--- src/rtl/bitop_pkg.sv ---
package bitop_pkg;

  typedef enum logic [2:0] {
    OP_SET   = 3'd0,
    OP_CLR   = 3'd1,
    OP_INV   = 3'd2,
    OP_TST   = 3'd3,
    OP_CAND  = 3'd4,
    OP_CANDN = 3'd5,
    OP_COR   = 3'd6,
    OP_CORN  = 3'd7
  } bitop_e;

  typedef enum logic [1:0] {
    PH_IDLE  = 2'd0,
    PH_READ  = 2'd1,
    PH_EXEC  = 2'd2,
    PH_WRITE = 2'd3
  } phase_e;

  typedef struct packed {
    logic c;
    logic z;
  } flags_t;

endpackage

--- src/rtl/bitop_rst_sync.sv ---
module bitop_rst_sync (
  input  logic clk,
  input  logic rst_n,
  output logic rst_sync_n
);

  logic meta_q;
  logic sync_q;

  always_ff @(posedge clk or negedge rst_n) begin
    if (!rst_n) begin
      meta_q <= 1'b0;
      sync_q <= 1'b0;
    end else begin
      meta_q <= 1'b1;
      sync_q <= meta_q;
    end
  end

  assign rst_sync_n = sync_q;

endmodule

--- src/rtl/bitop_decode.sv ---
module bitop_decode
  import bitop_pkg::*;
#(
  parameter  int DW = 8,
  localparam int BW = $clog2(DW)
) (
  input  bitop_e          op,
  input  logic            bit_from_reg,
  input  logic [BW-1:0]   imm_bit,
  input  logic [BW-1:0]   reg_low,
  output logic [BW-1:0]   bit_idx,
  output logic            illegal,
  output logic            modifies
);

  logic carry_class;

  // Carry-folding operations occupy the upper half of the opcode space.
  assign carry_class = (op == OP_CAND) || (op == OP_CANDN) ||
                       (op == OP_COR)  || (op == OP_CORN);

  always_comb begin
    bit_idx  = bit_from_reg ? reg_low : imm_bit;
    illegal  = carry_class && bit_from_reg;
    modifies = (op == OP_SET) || (op == OP_CLR) || (op == OP_INV);
  end

endmodule

--- src/rtl/bitop_alu.sv ---
module bitop_alu
  import bitop_pkg::*;
#(
  parameter  int DW = 8,
  localparam int BW = $clog2(DW)
) (
  input  bitop_e          op,
  input  logic [BW-1:0]   bit_idx,
  input  logic [DW-1:0]   opnd,
  input  flags_t          f_in,
  output logic [DW-1:0]   byte_out,
  output flags_t          f_out
);

  logic [DW-1:0] mask;
  logic          sel;

  for (genvar i = 0; i < DW; i++) begin : g_mask
    assign mask[i] = (bit_idx == BW'(i));
  end

  assign sel = |(opnd & mask);

  always_comb begin
    byte_out = opnd;
    f_out    = f_in;
    unique case (op)
      OP_SET:   byte_out = opnd | mask;
      OP_CLR:   byte_out = opnd & ~mask;
      OP_INV:   byte_out = opnd ^ mask;
      OP_TST:   f_out.z  = ~sel;
      OP_CAND:  f_out.c  = f_in.c & sel;
      OP_CANDN: f_out.c  = f_in.c & ~sel;
      OP_COR:   f_out.c  = f_in.c | sel;
      OP_CORN:  f_out.c  = f_in.c | ~sel;
      default:  byte_out = opnd;
    endcase
  end

endmodule

--- src/rtl/bitop_ctrl.sv ---
module bitop_ctrl
  import bitop_pkg::*;
(
  input  logic   clk,
  input  logic   rst_n,
  input  logic   start,
  input  logic   mem_op,
  input  logic   illegal,
  input  logic   mem_q,
  input  logic   mod_q,
  input  logic   rd_ack,
  input  logic   wr_ack,
  output logic   accept,
  output logic   rd_load,
  output logic   exec_fire,
  output logic   rd_req,
  output logic   wr_req,
  output logic   done_set,
  output logic   busy
);

  phase_e state_q;
  phase_e state_d;
  logic   needs_write;

  assign needs_write = mem_q && mod_q;

  always_comb begin
    state_d = state_q;
    unique case (state_q)
      PH_IDLE:  if (start) state_d = (mem_op && !illegal) ? PH_READ : PH_EXEC;
      PH_READ:  if (rd_ack) state_d = PH_EXEC;
      PH_EXEC:  state_d = needs_write ? PH_WRITE : PH_IDLE;
      PH_WRITE: if (wr_ack) state_d = PH_IDLE;
      default:  state_d = PH_IDLE;
    endcase
  end

  always_ff @(posedge clk or negedge rst_n) begin
    if (!rst_n) state_q <= PH_IDLE;
    else        state_q <= state_d;
  end

  always_comb begin
    accept    = (state_q == PH_IDLE) && start;
    rd_req    = (state_q == PH_READ);
    rd_load   = rd_req && rd_ack;
    exec_fire = (state_q == PH_EXEC);
    wr_req    = (state_q == PH_WRITE);
    done_set  = (exec_fire && !needs_write) || (wr_req && wr_ack);
    busy      = (state_q != PH_IDLE);
  end

endmodule

--- src/rtl/bitop_unit.sv ---
module bitop_unit
  import bitop_pkg::*;
#(
  parameter  int DW = 8,
  localparam int BW = $clog2(DW)
) (
  input  logic          clk,
  input  logic          rst_n,
  input  logic          start,
  input  logic [2:0]    op,
  input  logic          mem_op,
  input  logic          bit_from_reg,
  input  logic [BW-1:0] imm_bit,
  input  logic [DW-1:0] bit_reg,
  input  logic [DW-1:0] reg_opnd,
  input  logic          c_in,
  input  logic          z_in,
  output logic          rd_req,
  input  logic          rd_ack,
  input  logic [DW-1:0] rd_data,
  output logic          wr_req,
  input  logic          wr_ack,
  output logic [DW-1:0] wr_data,
  output logic [DW-1:0] result,
  output logic          wb_en,
  output logic          c_out,
  output logic          z_out,
  output logic          done,
  output logic          err,
  output logic          busy
);

  logic          rst_i_n;
  logic          accept, rd_load, exec_fire, done_set;
  logic [BW-1:0] idx_d;
  logic          ill_d, mod_d;
  logic          unused_hi;

  bitop_e        op_q;
  logic [BW-1:0] idx_q;
  logic          ill_q, mod_q, mem_q;
  flags_t        flags_q;
  logic [DW-1:0] opnd_q;
  logic [DW-1:0] opnd_d;
  logic          opnd_en;

  logic [DW-1:0] alu_byte;
  flags_t        alu_flags;

  logic [DW-1:0] result_q;
  flags_t        fout_q;
  logic          wb_q, done_q, err_q;

  assign unused_hi = ^bit_reg[DW-1:BW];

  bitop_rst_sync u_rst (
    .clk        (clk),
    .rst_n      (rst_n),
    .rst_sync_n (rst_i_n)
  );

  bitop_decode #(.DW(DW)) u_dec (
    .op           (bitop_e'(op)),
    .bit_from_reg (bit_from_reg),
    .imm_bit      (imm_bit),
    .reg_low      (bit_reg[BW-1:0]),
    .bit_idx      (idx_d),
    .illegal      (ill_d),
    .modifies     (mod_d)
  );

  bitop_ctrl u_ctrl (
    .clk       (clk),
    .rst_n     (rst_i_n),
    .start     (start),
    .mem_op    (mem_op),
    .illegal   (ill_d),
    .mem_q     (mem_q),
    .mod_q     (mod_q),
    .rd_ack    (rd_ack),
    .wr_ack    (wr_ack),
    .accept    (accept),
    .rd_load   (rd_load),
    .exec_fire (exec_fire),
    .rd_req    (rd_req),
    .wr_req    (wr_req),
    .done_set  (done_set),
    .busy      (busy)
  );

  // Command capture, enabled by accept.
  always_ff @(posedge clk or negedge rst_i_n) begin
    if (!rst_i_n) begin
      op_q    <= OP_SET;
      idx_q   <= '0;
      ill_q   <= 1'b0;
      mod_q   <= 1'b0;
      mem_q   <= 1'b0;
      flags_q <= '0;
    end else if (accept) begin
      op_q    <= bitop_e'(op);
      idx_q   <= idx_d;
      ill_q   <= ill_d;
      mod_q   <= mod_d && !ill_d;
      mem_q   <= mem_op && !ill_d;
      flags_q <= '{c: c_in, z: z_in};
    end
  end

  // Operand register: loaded from the register port at accept, or from
  // the read port at the acknowledging edge.
  always_comb begin
    opnd_en = accept || rd_load;
    opnd_d  = rd_load ? rd_data : reg_opnd;
  end

  always_ff @(posedge clk or negedge rst_i_n) begin
    if (!rst_i_n)     opnd_q <= '0;
    else if (opnd_en) opnd_q <= opnd_d;
  end

  bitop_alu #(.DW(DW)) u_alu (
    .op       (op_q),
    .bit_idx  (idx_q),
    .opnd     (opnd_q),
    .f_in     (flags_q),
    .byte_out (alu_byte),
    .f_out    (alu_flags)
  );

  // Result registers, enabled in the execute phase.
  always_ff @(posedge clk or negedge rst_i_n) begin
    if (!rst_i_n) begin
      result_q <= '0;
      fout_q   <= '0;
      wb_q     <= 1'b0;
    end else if (exec_fire) begin
      result_q <= ill_q ? opnd_q  : alu_byte;
      fout_q   <= ill_q ? flags_q : alu_flags;
      wb_q     <= mod_q;
    end
  end

  always_ff @(posedge clk or negedge rst_i_n) begin
    if (!rst_i_n) begin
      done_q <= 1'b0;
      err_q  <= 1'b0;
    end else begin
      done_q <= done_set;
      err_q  <= exec_fire && ill_q;
    end
  end

  assign wr_data = result_q;
  assign result  = result_q;
  assign wb_en   = wb_q;
  assign c_out   = fout_q.c;
  assign z_out   = fout_q.z;
  assign done    = done_q;
  assign err     = err_q;

endmodule

--- config.mk ---
export PLATFORM = sky130hd
export DESIGN_NAME = bitop_unit
export DESIGN_NICKNAME = d
export VERILOG_FILES = /design/src/rtl/bitop_pkg.sv /design/src/rtl/bitop_rst_sync.sv /design/src/rtl/bitop_decode.sv /design/src/rtl/bitop_alu.sv /design/src/rtl/bitop_ctrl.sv /design/src/rtl/bitop_unit.sv
export SDC_FILE = /design/constraint.sdc
export NUM_CORES = 1
export LEC_CHECK = 0
export ABC_AREA = 1
export ABC_CLOCK_PERIOD_IN_PS = 1270
export BUFFER_PORTS_ARGS = -buffer_cell sky130_fd_sc_hd__buf_2
export CAP_MARGIN = 20
export CORE_UTILIZATION = 54
export DETAILED_ROUTE_END_ITERATION = 10
export HOLD_SLACK_MARGIN = 0.02
export PLACE_DENSITY = 0.76
export SETUP_SLACK_MARGIN = 0.15
export SLEW_MARGIN = 40
export SYNTH_ARGS = -nofsm -noshare
export SYNTH_HDL_FRONTEND = slang
export SYNTH_HIERARCHICAL = 1
export SYNTH_SLANG_ARGS = --single-unit
--- constraint.sdc ---
create_clock -name clk -period 1.27 [get_ports clk]
set_clock_uncertainty 0.05 [all_clocks]
set_input_delay 0.254 -clock clk [delete_from_list [all_inputs] [get_ports clk]]
set_output_delay 0.254 -clock clk [all_outputs]
set_load 0.02 [all_outputs]
==> results of run 1 <==
==> report_power, final <==
group	internal, mW	total (mW)	switching [mW]
Combinational	2.69	5.92	3.24
Clock	0.443	0.861	0.418
Sequential	1.68	2.27	0.595
==> worst max-delay path, delay by kind of cell (launching register included) <==
kind,cells,cell delay (ps)
and+or+nand+nor,7,570
adders and majority gates,1,200
DFF,1,480
muxes,1,260
buffers and inverters,2,130
==> cell families (layout without fill, tap and decap cells) <==
logic type	after synthesis	in the layout	share of synthesized area (%)
and+or+nand+nor	227	228	36.6
DFF	36	36	34.7
adders and majority gates	24	24	11.6
other	1	1	0.144
muxes	1	1	0.433
AOI/OAI and AO/OA	9	9	1.83
buffers and inverters	85	174	14.7
==> layer usage <==
layer  wire, µm  part of all wire [%]
met1       2710                    43
met2       3290                    52
met3        289                   4.5
met4         68                   1.1
met5          0                     0
==> repair_timing <==
action                     CTS  global route
hold endpoints to repair     2             0
hold buffers                 1             0
setup endpoints to repair   55            58
cloned                       0             2
pin swaps                   30            31
gates resized for setup     82            54
setup buffers                8             5
==> stage by stage <==
stage / cells / power (mW) / setup WS, ps / TNS [ps] / area (µm²)
floorplan: 383 / 5.46 / -290 / -2400 / 2650
global placement: 501 / 6.60 / -386 / -3370 / 3080
detailed placement: 501 / 6.75 / -459 / -4090 / 3080
CTS: 518 / 8.41 / -446 / -4270 / 3490
global route: 525 / 9.81 / -609 / -7830 / 3730
finish: 525 / 9.06 / -531 / -5310 / 3730
==> registers in the layout, summed over array words and instances, names as in the netlist <==
name              cells
done                  1
opnd_q                8
u_ctrl/state_q        2
err                   1
u_rst/rst_sync_n      1
result                8
op_q                  3
c_out                 1
idx_q                 3
wb_en                 1
flags_q               2
u_rst/meta_q          1
mod_q                 1
mem_q                 1
z_out                 1
ill_q                 1
==> cell usage after synthesis, drive strengths merged <==
library cell / instances
dfrtp: 36
nand4: 9
nor2: 13
o21a: 1
nand3: 16
buf: 16
inv: 69
a21oi: 2
nand2: 179
ha: 24
mux2: 1
conb: 1
o21ai: 6
nor3: 10
==> worst max-delay path by stage <==
| stage | cells past startpoint | endpoint | startpoint | slack (ps) |
|---|---|---|---|---|
| after global placement | 13 | c_out | idx_q[0] | -390 |
| after floorplan | 11 | z_out | idx_q[1] | -290 |
| after CTS | 11 | z_out | idx_q[0] | -450 |
| after detailed placement | 13 | c_out | idx_q[0] | -460 |
| final | 11 | z_out | idx_q[0] | -530 |
| after global routing | 14 | c_out | idx_q[0] | -610 |
==> area by class of cell <==
| cell class | instances | area (µm²) |
|---|---|---|
| multi-input cells | 263 | 1560 |
| flip-flops and latches | 36 | 908 |
| clock inverters | 2 | 13.8 |
| fillers | 281 | 748 |
| repair buffers | 97 | 807 |
| clock buffers | 6 | 82.6 |
| well taps | 52 | 65.1 |
| inverters | 69 | 292 |
==> metrics, run 1 <==
FF-to-FF End z_out; RSZ-0062 raised after global routing yes; Final Hold Vio Count 0; CP Data Required Time 1400 ps; Pwr Density 2430 mW/mm²; hpwl dp 4150 µm; Setup WS post-layout -531 ps; syn_nets 446; DR iter-0 viols 160; GR Util met2 44.4%; Final Max Slew Viols 0; Synth area leader dfrtp_1; DRT Wirelength 6360 µm; minimum period implied by the final worst setup slack 1800 ps; post-synthesis sequential area ratio 34.7%; hold endpoint flags_q[1]; status finished, violations left; final worst path period share 142%; FF-to-FF Start idx_q[0]; worst hold path type in -> reg; Area Growth Syn to Fin 43.4%; vias per inst 4.94; DRC 3; TritonCTS clock tree done; largest net degree at the start of global routing 35; first-pass GRT wire length 9820 µm; Min Hold Slack 128 ps; CP cell instances inv_4 -> nor3_2 -> ha_1 -> nor2_1 -> nand2_1 -> nor2_1 -> mux2_2 -> inv_1 -> nand2_1 -> nand3_1 -> nand2_1; Mapped Avg Cell Area 6.78 µm²; met1 Resource Use GR 29.9%; Clk Latency, worst-skew pair 290 ps; die height 71.4 µm; GR Util met3 4.22%; diode count 0; leak pwr 2.13 nW; Port Buffer Count 57; Max Cap Viol 0; Hold Crit Start c_in; die area 0.00509 mm²; layer with the highest usage met2; antenna-violating nets left 0; # IOs 63; CTS clk-pin slew, worst paths 70 ps; initial antenna violation count 0; Routed wire per std cell 12.1 µm; Final Net Count 535; via total after detailed routing 2,591; failing checks design-rule violations, negative setup slack; CP Max Fanout 6; GRT Overall Usage 24.4%; Max clock buf depth 2; layout cells sized above 1 40.0%; GP Congestion 0.844; Peak VDD IR 1.57 mV; final core utilization 83.3%; core area 0.00447 mm²; Setup CP Type reg -> reg; H-tree levels 2; most frequent cells in the layout nand2_1, inv_1, buf_6; R2R depth 11; First-pass DRT Iterations 7; ranking of synthesized cells by area dfrtp_1, nand2_1, ha_1, inv_1, nand3_1; max incr delay on CP 480 ps; most frequent CP cell nand2_1; leading cell type in the layout, fill and taps excluded nand2_1; row count 24; hold path cells 3; CP arrival 1940 ps; share of the synthesized area in the top cell type 34.7%; Startpoint Class register; GRT overflow 0; CP endpoint kind register; Synth Instances 383; Die W 71.4 µm; CTS buffer count 5; Initial Util 58.1%; flop and latch count out of synthesis 36; vias in the first global route 2,283; Max stage delay cell, worst path dfrtp_2; Netlist Area Pre-Place 0.00260 mm²; Synth Warn # 6; CTS Root Cell clkbuf_8; Fmax 555 MHz; setup violators final 31; Synth cell types 24; Clock Sinks 36; reg2reg setup slack -530 ps
(Power assumes the default switching activity.)
==> inputs of run 2 (changes only) <==
--- a/config.mk
+++ b/config.mk
@@ -6,9 +6,10 @@
 export NUM_CORES = 1
 export LEC_CHECK = 0
 export ABC_AREA = 1
-export ABC_CLOCK_PERIOD_IN_PS = 1270
+export ABC_CLOCK_PERIOD_IN_PS = 1750
 export BUFFER_PORTS_ARGS = -buffer_cell sky130_fd_sc_hd__buf_2
 export CAP_MARGIN = 20
+export CORE_ASPECT_RATIO = 0.5
 export CORE_UTILIZATION = 54
 export DETAILED_ROUTE_END_ITERATION = 10
 export HOLD_SLACK_MARGIN = 0.02
==> constraint.sdc (replaced) <==
create_clock -name clk -period 1.75 [get_ports clk]
set_clock_uncertainty 0.05 [all_clocks]
set_input_delay 0.35 -clock clk [delete_from_list [all_inputs] [get_ports clk]]
set_output_delay 0.35 -clock clk [all_outputs]
set_load 0.02 [all_outputs]
==> run 2 against run 1 <==
Against the previous run:
- the flow finishes with violations (negative setup slack)
- clock-buffer cell count is 2 higher
- power decreased by 37%
- clock power fell by 29%
- worst setup slack better by 430 ps
- via count decreased by 4.7%
- cell count fell by 0.95%
- critical path type unchanged
- critical endpoint is now c_out
- highest routed layer unchanged
==> metrics, run 2 (synthesized netlist as in run 1, its figures left out) <==
# IOs 63 (unchanged); via total after detailed routing 2,469 (-4.7%); Port Buffer Count 57 (unchanged); GRT Overall Usage 26.1% (+1.7 points); net switching power 2.86 mW (-33%); leak pwr 1.93 nW (-9.5%); Area Growth Syn to Fin 25.4%; Die W 100 µm (+40%); die area 0.00511 mm² (+0.33%); final core utilization 72.3% (-11 points); Clk Latency, worst-skew pair 290 ps (about the same); final worst path period share 106% (-36 points); Startpoint Class register; slew of the pin with the lowest slew margin 601 ps; Fmax 541 MHz (-2.5%); H-tree levels 2 (unchanged); clock power share 10.7% (+1.2 points); Max Cap Viol 0 (unchanged); Routed wire per std cell 11.6 µm (-4.1%); FF-to-FF Start idx_q[2]; worst hold path type reg -> async; Clock Sinks 36 (unchanged); Setup CP Type reg -> reg; Setup WS post-layout -97.6 ps (+433 ps); largest net degree at the start of global routing 35 (unchanged); crit path launch idx_q[2]; CP endpoint kind register; Final Hold Vio Count 0 (unchanged); Post-DP Area 0.00296 mm² (-4.1%); CP Max Fanout 6 (unchanged); Max clock buf depth 2 (unchanged); CP Data Required Time 1930 ps (+530 ps); Flop pwr share 28.8% (+3.7 points); design area 0.00326 mm² (-13%); most frequent cells in the layout nand2_1, buf_2, inv_1; hpwl dp 4290 µm (+3.4%); setup violators final 3 (-90%); row count 17 (-29%); CTS buffer count 5 (unchanged); DRT Wirelength 6040 µm (-5.0%); DR iter-0 viols 98 (-39%); core area 0.00451 mm² (+0.78%); DRC 0 (-3); combinational group share of total power 60.5% (-4.9 points); R2R depth 14 (+3); status finished, violations left; crit path capture c_out; GRT overflow 0 (unchanged); CP arrival 2030 ps (+90 ps); first-pass GRT wire length 10,200 µm (+3.7%); CTS Root Cell clkbuf_8; Pwr Density 1760 mW/mm² (-28%); CTS clk-pin slew, worst paths 70 ps (about the same); vias in the first global route 2,232 (-2.2%); non-filler instance count after layout 520 (-0.95%); Final Max Slew Viols 0 (unchanged); diode count 0 (unchanged); sw frac 50.0% (+3.1 points); layout cells sized above 1 28.4% (-12 points); Internal 2.86 mW (-41%); Min Hold Slack 219 ps (+91.2 ps); RSZ-0062 raised after global routing yes; Initial Util 57.6% (-0.45 points); minimum period implied by the final worst setup slack 1850 ps (+46.9 ps); failing checks negative setup slack; FF-to-FF End c_out; total power 5.72 mW (-37%); vias per inst 4.75 (-3.8%); Final Net Count 516 (-3.6%); Slew HR 59.7%; GP Congestion 0.850 (+0.68%); leading cell type in the layout, fill and taps excluded nand2_1; die height 51.0 µm (-28%); reg2reg setup slack -100 ps (+430 ps); TritonCTS clock tree done; Fin Setup TNS -188 ps (+5130 ps); DP Worst Slack -122 ps (+338 ps); Inst Count DP 505 (+0.80%); initial antenna violation count 0 (unchanged); Peak VDD IR 0.728 mV (-54%); First-pass DRT Iterations 4 (-3); antenna-violating nets left 0 (unchanged)
run 2: cell types whose count changed in the layout (fill, tap and decap cells not counted), sizes merged:
| cell | change |
|---|---|
| clkinv | -2 |
| buf | -18 |
| clkinvlp | +1 |
| clkbuf | +2 |
| inv | -1 |
| nor2 | -1 |
run 2: worst min path at each step:
stage / start / endpoint / slack, ps / cells after the start
global placement: rst_n / u_rst/meta_q / 90 / 1
CTS: z_in / flags_q[0] / 220 / 3
finish: u_rst/rst_sync_n / opnd_q[7] / 220 / 1
floorplan: rst_n / u_rst/meta_q / 4 / 0
global route: z_in / flags_q[0] / 230 / 3
detailed placement: rst_n / u_rst/rst_sync_n / 90 / 1
run 2: worst max-delay path: stages (launching register included):
cell and delay [ps]:
dfrtp_2 490, inv_4 130, nor3_2 70, ha_1 180, nor2_1 130, nand2_1 100, nor2_2 150, nand2_1 60
nand2_1 80, nand2_1 70, nand2_1 60, inv_1 40, nand2_1 60, nand3_2 60, nand2_1 50
run 2: cell type report:
| type | count | area [µm²] |
|---|---|---|
| fill | 381 | 1250 |
| timing repair buffer | 79 | 475 |
| tap | 66 | 82.6 |
| multi-input combinational | 262 | 1430 |
| inverter | 69 | 278 |
| sequential | 36 | 907 |
| clock buffer | 8 | 90.1 |
run 2: power groups by stage:
stage	clock network (mW)	logic, mW	registers, mW
6_report	0.613	3.46	1.65
5_1_grt	0.654	3.94	1.72
4_1_cts	0.628	3.25	1.62
3_5_place_dp	0	3.08	1.59
3_3_place_gp	0	2.97	1.56
2_1_floorplan	0	2.14	1.72
run 2: timing repair:
| item | in CTS | in global routing |
|---|---|---|
| pin swaps | 4 | 6 |
| buffers inserted | 3 | 3 |
| hold buffers | 1 | 0 |
| resized for setup | 26 | 15 |
| endpoints found under the hold margin | 2 | 0 |
| setup endpoints to repair | 10 | 29 |
run 2: routing by layer:
metal / up-vias / track usage (%) / part of all wire (%)
met5: - / 0 / 0
met4: 0 / 7.00 / 0.50
met3: 4 / 5.34 / 8.4
met2: 90 / 40.0 / 43
met1: 1099 / 37.8 / 49
li1: 1276 / - / -
==> inputs of run 3 (changes only) <==
--- a/config.mk
+++ b/config.mk
@@ -7,7 +7,7 @@
 export LEC_CHECK = 0
 export ABC_AREA = 1
 export ABC_CLOCK_PERIOD_IN_PS = 1750
-export BUFFER_PORTS_ARGS = -buffer_cell sky130_fd_sc_hd__buf_2
+export BUFFER_PORTS_ARGS = -buffer_cell sky130_fd_sc_hd__clkbuf_2
 export CAP_MARGIN = 20
 export CORE_ASPECT_RATIO = 0.5
 export CORE_UTILIZATION = 54
==> run 3 against run 2 <==
Against the previous run:
- the run still ends with negative setup slack left
- first-iteration DRC count up 52%
- sequential cell count unchanged
- die area unchanged
- via count up 5.5%
- highest routed layer unchanged
==> metrics, run 3 (synthesized netlist as in run 1, its figures left out) <==
Clk Latency, worst-skew pair 280 ps (about the same); Highest Signal Layer met4; Die W 100 µm (unchanged); row count 17 (unchanged); Met3 Routed Length 553 µm (+9.1%); CP arrival 2080 ps (+50 ps); via total after detailed routing 2,604 (+5.5%); total power 6.21 mW (+8.5%); Startpoint Class register; Inst Count DP 505 (unchanged); core area 0.00451 mm² (unchanged); Fmax 513 MHz (-5.1%); FF-to-FF End c_out; layout cells sized above 1 33.8% (+5.4 points); Setup CP Type reg -> reg; Initial Util 57.6% (unchanged); Setup WS post-layout -198 ps (-100 ps); Final Hold Vio Count 0 (unchanged); design area 0.00342 mm² (+5.0%); die height 51.0 µm (unchanged); Routed wire per std cell 13.1 µm (+13%); DR WL met2 3140 µm (+22%); CP endpoint kind register; reg2reg setup slack -200 ps (-100 ps); final core utilization 75.9% (+3.6 points); DRC 0 (unchanged); DR iter-0 viols 149 (+52%); vias in the first global route 2,264 (+1.4%); leading cell type in the layout, fill and taps excluded nand2_1; leak pwr 1.98 nW (+3.0%); failing checks negative setup slack; Final Max Slew Viols 0 (unchanged); CP Max Fanout 5 (-1); worst hold path type reg -> async; CTS clk-pin slew, worst paths 70 ps (about the same); Post-DP Area 0.00296 mm² (unchanged); GP Congestion 0.839 (-1.2%); status finished, violations left; setup violators final 6 (+3); Max clock buf depth 2 (unchanged); wl on met1 3080 µm (+5.0%); Max Cap Viol 0 (unchanged); most frequent cells in the layout nand2_1, clkbuf_2, inv_1; Slew HR 60.0% (+0.30 points); GRT Overall Usage 26.0% (-0.15 points); initial antenna violation count 0 (unchanged); largest net degree at the start of global routing 35 (unchanged); CP Data Required Time 1880 ps (-50 ps); GRT overflow 0 (unchanged); DRT Wirelength 6930 µm (+15%); FF-to-FF Start idx_q[1]; diode count 0 (unchanged); Pwr Density 1820 mW/mm² (+3.3%); TritonCTS clock tree done; Clock Sinks 36 (unchanged); RSZ-0062 raised after global routing yes; Peak VDD IR 0.831 mV (+14%); First-pass DRT Iterations 4 (unchanged); vias per inst 4.91 (+3.5%); hpwl dp 4440 µm (+3.4%); final worst path period share 111% (+5.7 points); Port Buffer Count 57 (unchanged); CTS buffer count 5 (unchanged); Final Net Count 526 (+1.9%); H-tree levels 2 (unchanged); # IOs 63 (unchanged); slew of the pin with the lowest slew margin 597 ps (-4.44 ps); antenna-violating nets left 0 (unchanged); Area Growth Syn to Fin 31.7%; die area 0.00511 mm² (unchanged); R2R depth 14 (unchanged); non-filler instance count after layout 530 (+1.9%); CTS Root Cell clkbuf_8; minimum period implied by the final worst setup slack 1950 ps (+100 ps); first-pass GRT wire length 10,200 µm (-0.21%)
[run 3: cell type report]
type / count / area (µm²)
flip-flops and latches: 36 / 907
clock buffers: 8 / 90.1
inverters: 69 / 288
repair buffers: 89 / 539
fillers: 351 / 1090
well taps: 66 / 82.6
multi-input cells: 262 / 1510
[run 3: how the worst max path moves through the flow]
| stage | cells after the start | slack [ps] | start | end |
|---|---|---|---|---|
| 2_1_floorplan | 11 | 150 | idx_q[1] | z_out |
| 4_1_cts | 11 | 2 | idx_q[2] | z_out |
| 5_1_grt | 14 | -230 | idx_q[2] | c_out |
| 3_5_place_dp | 11 | -160 | idx_q[0] | z_out |
| 3_3_place_gp | 11 | -20 | idx_q[1] | z_out |
| 6_report | 14 | -200 | idx_q[1] | c_out |
[run 3: power by group]
group | leakage, nW | internal, mW | switching [mW] | total, mW
logic | 1.49 | 1.54 | 2.40 | 3.94
clock network | 0.0455 | 0.321 | 0.296 | 0.617
registers | 0.444 | 1.22 | 0.438 | 1.65
[run 3: timing repair]
item                                   CTS  global route
buffers inserted                         1            15
pin swaps                                4            23
endpoints found under the hold margin    2             0
setup endpoints to repair               11            27
gates resized for setup                 23            45
hold buffers                             1             0
[run 3: layer usage]
layer / vias to the layer above / track usage, %
met4: 0 / 8.21
li1: 1298 / -
met3: 17 / 4.92
met5: - / 0
met2: 124 / 41.4
met1: 1165 / 36.1
[run 3: per-stage QoR]
stage               setup WS, ps  setup TNS (ps)  hold WS [ps]
floorplan                    147               0          4.41
global placement           -18.9           -18.9          88.4
detailed placement          -157            -417          90.9
CTS                         2.47               0           219
global route                -228           -1230           239
finish                      -198            -496           217
[run 3: worst max-delay path, stage by stage, from the launching register on]
cell	delay, ps
dfrtp_2	460
buf_4	170
nor3_4	250
ha_2	230
nor2_2	50
nand2_2	70
nor2_2	60
nand2_1	80
nand2_1	70
nand2_1	70
nand2_1	50
inv_1	50
nand2_1	60
nand3_2	80
nand2_1	50
